**src/rtl/mapper_pkg.sv**
```systemverilog
package mapper_pkg;
  localparam int ADDR_W    = 16;
  localparam int WIN_SEL_W = 2;
  localparam int BLK_W     = 5;
  localparam int CODE_W    = 3;
  localparam int PORT_W    = 8;
  localparam int ROM_BLK   = 16;
  localparam int FIXED_BLK = 0;
  localparam int OFFS_W    = ADDR_W - WIN_SEL_W;
  localparam int NUM_WIN   = 1 << WIN_SEL_W;

  typedef struct packed {
    logic loadCode;
    logic overlayOn;
  } mapCtrl_t;
endpackage

```
**src/rtl/mapper_ctrl.sv**
```systemverilog
module mapper_ctrl
  import mapper_pkg::*;
#(
  parameter int P_PORT_W = PORT_W,
  parameter int P_CODE_W = CODE_W
) (
  input  logic                clk,
  input  logic                rstN,
  input  logic                bankWe,
  input  logic [P_PORT_W-1:0] bankData,
  input  logic                romOffWe,
  output mapCtrl_t            ctrl,
  output logic [P_CODE_W-1:0] newCode
);
  logic romOn;
  logic unusedHigh;

  always_ff @(posedge clk or negedge rstN) begin
    if (!rstN) romOn <= 1'b1;
    else if (romOffWe) romOn <= 1'b0;
  end

  assign newCode       = bankData[P_CODE_W-1:0];
  assign unusedHigh    = ^bankData[P_PORT_W-1:P_CODE_W];
  assign ctrl.loadCode  = bankWe;
  assign ctrl.overlayOn = romOn;
endmodule

```
**src/rtl/mapper_datapath.sv**
```systemverilog
module mapper_datapath
  import mapper_pkg::*;
#(
  parameter int P_ADDR_W = ADDR_W,
  parameter int P_WIN_W  = WIN_SEL_W,
  parameter int P_BLK_W  = BLK_W,
  parameter int P_CODE_W = CODE_W
) (
  input  logic                         clk,
  input  logic                         rstN,
  input  mapCtrl_t                     ctrl,
  input  logic [P_CODE_W-1:0]          newCode,
  input  logic [P_ADDR_W-1:0]          cpuAddr,
  input  logic                         cpuWrite,
  output logic [P_BLK_W-1:0]           blockNum,
  output logic                         blockValid,
  output logic [P_ADDR_W-P_WIN_W-1:0]  blockOffset,
  output logic                         romSel
);
  localparam int L_WINS = 1 << P_WIN_W;
  localparam int L_OFFS = P_ADDR_W - P_WIN_W;

  logic [P_CODE_W-1:0] codeQ;
  logic [P_BLK_W-1:0]  winBlk [L_WINS];
  logic                winOk  [L_WINS];
  logic [P_WIN_W-1:0]  winSel;
  logic                romHit;

  always_ff @(posedge clk or negedge rstN) begin
    if (!rstN) codeQ <= '0;
    else if (ctrl.loadCode) codeQ <= newCode;
  end

  // Returns {mapped, block} for one window under one layout code.
  function automatic logic [P_BLK_W:0] layoutEntry(input logic [P_CODE_W-1:0] c, input int w);
    int blk;
    logic ok;
    ok = 1'b1;
    if (w == L_WINS - 1) blk = FIXED_BLK;
    else begin
      case (int'(c))
        5:       blk = (w == 0) ? 1 : ((w == 1) ? 2 : 13);
        6: begin
          blk = 14 + w;
          if (w == 2) begin blk = 0; ok = 1'b0; end
        end
        7:       blk = (w == 0) ? 1 : ((w == 1) ? 4 : 13);
        default: blk = 3 * int'(c) + 1 + w;
      endcase
    end
    return {ok, P_BLK_W'(blk)};
  endfunction

  for (genvar gw = 0; gw < L_WINS; gw++) begin : g_win
    always_comb begin
      logic [P_BLK_W:0] ent;
      ent = layoutEntry(codeQ, gw);
      winOk[gw]  = ent[P_BLK_W];
      winBlk[gw] = ent[P_BLK_W-1:0];
    end
  end

  assign winSel      = cpuAddr[P_ADDR_W-1 -: P_WIN_W];
  assign romHit      = ctrl.overlayOn && !cpuWrite && (winSel == '0);
  assign blockOffset = cpuAddr[L_OFFS-1:0];

  always_comb begin
    if (romHit) begin
      blockNum   = P_BLK_W'(ROM_BLK);
      blockValid = 1'b1;
    end else begin
      blockValid = winOk[winSel];
      blockNum   = winOk[winSel] ? winBlk[winSel] : '0;
    end
  end
  assign romSel = romHit;
endmodule

```
**src/rtl/page_window_mapper.sv**
```systemverilog
module page_window_mapper
  import mapper_pkg::*;
(
  input  logic                clk,
  input  logic                rstN,
  input  logic                bankWe,
  input  logic [PORT_W-1:0]   bankData,
  input  logic                romOffWe,
  input  logic [ADDR_W-1:0]   cpuAddr,
  input  logic                cpuWrite,
  output logic [BLK_W-1:0]    blockNum,
  output logic                blockValid,
  output logic [OFFS_W-1:0]   blockOffset,
  output logic                romSel
);
  mapCtrl_t            ctrl;
  logic [CODE_W-1:0]   newCode;

  mapper_ctrl #(.P_PORT_W(PORT_W), .P_CODE_W(CODE_W)) i_ctrl (
    .clk(clk), .rstN(rstN), .bankWe(bankWe), .bankData(bankData),
    .romOffWe(romOffWe), .ctrl(ctrl), .newCode(newCode)
  );

  mapper_datapath #(.P_ADDR_W(ADDR_W), .P_WIN_W(WIN_SEL_W), .P_BLK_W(BLK_W),
                    .P_CODE_W(CODE_W)) i_dp (
    .clk(clk), .rstN(rstN), .ctrl(ctrl), .newCode(newCode),
    .cpuAddr(cpuAddr), .cpuWrite(cpuWrite), .blockNum(blockNum),
    .blockValid(blockValid), .blockOffset(blockOffset), .romSel(romSel)
  );
endmodule

```
**config.mk**
```make
export PLATFORM = sky130hd
export DESIGN_NAME = page_window_mapper
export DESIGN_NICKNAME = d
export VERILOG_FILES = /design/src/rtl/mapper_pkg.sv /design/src/rtl/mapper_ctrl.sv /design/src/rtl/mapper_datapath.sv /design/src/rtl/page_window_mapper.sv
export SDC_FILE = /design/constraint.sdc
export NUM_CORES = 1
export LEC_CHECK = 0
export BUFFER_PORTS_ARGS = -buffer_cell sky130_fd_sc_hd__buf_2
export CORE_MARGIN = 2
export CORE_UTILIZATION = 38
export CTS_CLUSTER_DIAMETER = 120
export CTS_CLUSTER_SIZE = 24
export DETAILED_ROUTE_END_ITERATION = 16
export HOLD_SLACK_MARGIN = 0.08
export PLACE_DENSITY = 0.88
export SYNTH_ARGS = -nofsm -noshare
export SYNTH_HDL_FRONTEND = slang
export SYNTH_SLANG_ARGS = --single-unit
```
**constraint.sdc**
```tcl
create_clock -name clk -period 2.1 [get_ports clk]
set_input_delay 0.105 -clock clk [delete_from_list [all_inputs] [get_ports clk]]
set_output_delay 0.105 -clock clk [all_outputs]
set_load 0.02 [all_outputs]
```
==> impl_results.md <==
- Status: complete, but fails checks
- Failing checks: negative setup slack
- Die width: 49.7 um
- Overflow after GRT: 0
- Share of the synthesized area in the top cell type: 14.2%
- Final hold vios: 0
- Int Pwr: 348 uW
- CTS max path bufs: 2
- Max IR drop VDD: 0.000434 V
- Cell taking the most area after synthesis: buf_4
- Number of buffers inserted by port buffering: 16
- Worst setup margin: -0.246 ns
- Worst r2r src: i_dp.codeQ[2]$_DFFE_PN0P_
- Routability-driven placement congestion ratio: 0.893
- Non-Filler Instances: 141
- Hold endpoint: i_dp.codeQ[0]$_DFFE_PN0P_
- Worst hold slack: 0.0874 ns
- Syn Area/Cell: 8.25 um^2
- Height of the die: 49.7 um
- Yosys warns: 0
- RSZ-0062 raised after global routing: true
- Leak: 0.000450 uW
- Clock power share: 18.8%
- Worst EP arrival: 2.24 ns
- Worst Max-Slew Pin Slew: 0.416 ns
- FF-to-FF setup slack: 1.12 ns
- I/O pin cnt: 50
- Sequential power share: 15.1%
- # diodes: 0
- Worst-Skew Late Latency: 0.24 ns
- Comb pwr share: 66.1%
- Clock-pin transition on the worst setup and hold timing paths: 0.04 ns
- Die ar.: 2470 um^2
- Number of max-cap violations: 0
- CP Max Fanout: 8
- Startpoint Class: flop
- Vias in the first global route: 724
- ANT nets after route: 0
- Wire length of the first global-routing pass: 3.05 mm
- Yosys cell types: 37
- TritonRoute pass-1 iters: 4
- Vias: 767
- Commonest cells after routing, fill and taps aside: buf_2 (13), buf_4 (13), nand2_1 (8)
- Area occupied by multi-input gates: 613 um^2
- Filler Cell Count: 190
- DR vias/cell: 5.44
- CTS H-tree depth: 1
- Mapped Nets: 134
- CTS sink cnt: 4
- Setup-failing EPs final: 4
- Final Power: 588 uW
- Detailed Place HPWL: 1.45 mm
- Sequential Area: 103 um^2
- Root Buffer: clkbuf_4
- Total GRT Usage: 15.7%
- Setup TNS: -0.705 ns
- Flops & latches, synth: 4
- Largest net degree at the start of global routing: 17
- Final wirelength: 1.96 mm
- Crit. End Element: output pin
- Area of the core: 1960 um^2
- Num rows: 16
- Antenna violations before repair: 0
- HP Start: bankData[0]
- Clk_skew: 0 ns
- WL per Instance: 13.9 um
- Max Fclk: 426 MHz
- Tcrit/Tclk final: 112%
- Nets@finish: 153
- Placed Instances: 132
- Share of cells above drive strength 1: 43.0%
- Critical R2R Capture: i_dp.codeQ[2]$_DFFE_PN0P_
- Post-synthesis cell count: 96
- Total CTS buffers: 3
- Leading post-synthesis cells by cell area: buf_4 (14%), ha_1 (13%), dfrtp_1 (9.5%)
- Slew Viols, Final: 0
- HP Class: in -> reg
- DRC Markers: 0
- Area Growth Syn to Fin: 29.4%
- Post-Syn Area: 792 um^2
- Initial Utilization: 40.4%
- Crit path time final: 2.35 ns
- CP required: 2.00 ns
- Slew headroom: 72.2%
- Switching Share: 40.7%
- CTS tree: yes
- Cell Pwr Density: 574 nW/um^2
- Switch Pwr: 240 uW
- Worst R2R Path Depth: 2
- Hold path depth: 3
- WS Path Type: reg -> out
- Post-synthesis sequential area ratio: 12.8%
- DR iter-0 viols: 33
layer usage:
| layer | vias up | part of all wire [%] | GRT usage (%) |
|---|---|---|---|
| li1 | 368 | - | - |
| met1 | 358 | 37 | 16.7 |
| met2 | 34 | 53 | 28.7 |
| met3 | 7 | 7.6 | 2.73 |
| met4 | 0 | 1.6 | 9.26 |
| met5 | - | 0 | 0 |
metrics by stage:
step	utilization [%]	cell area (um^2)	setup WS [ns]
after floorplan	-	827	0.00925
after global routing	52.2	1020	-0.334
after global placement	45.3	890	0.00822
after detailed placement	45.3	890	-0.0225
after CTS	50.7	995	-0.260
final	52.2	1020	-0.246
worst max-delay path, stage by stage, from the launching register on:
cell and delay (ns):
dfrtp_2 0.42, buf_4 0.14, buf_6 0.14, ha_4 0.19
o21a_4 0.22, buf_4 0.15, a211oi_1 0.25, o211ai_1 0.14
a31oi_1 0.17, buf_2 0.18
cells in the mapped netlist (all sizes together):
library cell  count
o31ai             1
a221o             2
nand3b            1
a311o             2
nand2             8
inv               5
mux2i             1
o2111ai           1
a211oi            1
and4bb            1
o211a             1
dfrtp             3
and3              2
fa                1
o21a              2
or3               1
nor4b             1
nand2b            2
ha                8
xor2              3
nor2b             1
o21ai             7
nor2              3
nor3              3
nand4             3
a21oi             5
mux2              2
buf              18
o211ai            3
a31oi             1
dfstp             1
xnor2             2
sequential cells by signal, summed over array words and instances, names as in the netlist:
name and flops:
i_dp.codeQ 3, i_ctrl.romOn 1
timing repair:
action / 4_1_cts / 5_1_grt
buffers inserted: 2 / 1
hold buffers: 2 / 0
pin swaps: 5 / 3
endpoints found under the hold margin: 5 / 0
gates resized for setup: 11 / 4
setup endpoints to repair: 4 / 4
cell type report:
type                       count  area share [%]
multi-input combinational     69            59.8
timing repair buffer          32            22.2
sequential                     4            10.0
tap                           27            3.30
clock buffer                   4            2.56
inverter                       5            2.08
power by group through the flow:
stage / registers [uW] / clock network, uW / logic [uW]
after floorplan: 96.0 / 0 / 258
after global placement: 89.5 / 0 / 315
after detailed placement: 89.9 / 0 / 331
after CTS: 88.9 / 117 / 370
after global routing: 90.1 / 125 / 418
final: 89.1 / 110 / 388
how the worst max path moves through the flow:
stage | from | to | slack [ns]
3_5_place_dp | i_dp.codeQ[1]$_DFFE_PN0P_ | blockNum[3] | -0.02
2_1_floorplan | i_dp.codeQ[1]$_DFFE_PN0P_ | blockNum[3] | 0.009
4_1_cts | i_dp.codeQ[0]$_DFFE_PN0P_ | blockNum[3] | -0.26
6_report | i_dp.codeQ[0]$_DFFE_PN0P_ | blockNum[1] | -0.25
3_3_place_gp | i_dp.codeQ[1]$_DFFE_PN0P_ | blockNum[3] | 0.008
5_1_grt | i_dp.codeQ[0]$_DFFE_PN0P_ | blockNum[1] | -0.33
logic make-up (layout without fill, tap and decap cells):
group | Yosys count | after routing | synth area share, %
DFF | 4 | 4 | 12.8
xor gates and xnor gates | 5 | 5 | 5.53
muxes | 3 | 3 | 4.11
adders and majority gates | 9 | 9 | 15.2
and+or+nand+nor | 26 | 26 | 18.6
AOI/OAI and AO/OA | 26 | 26 | 24.5
buffers and inverters | 23 | 41 | 19.3
Power figures use the tool's default switching activity.
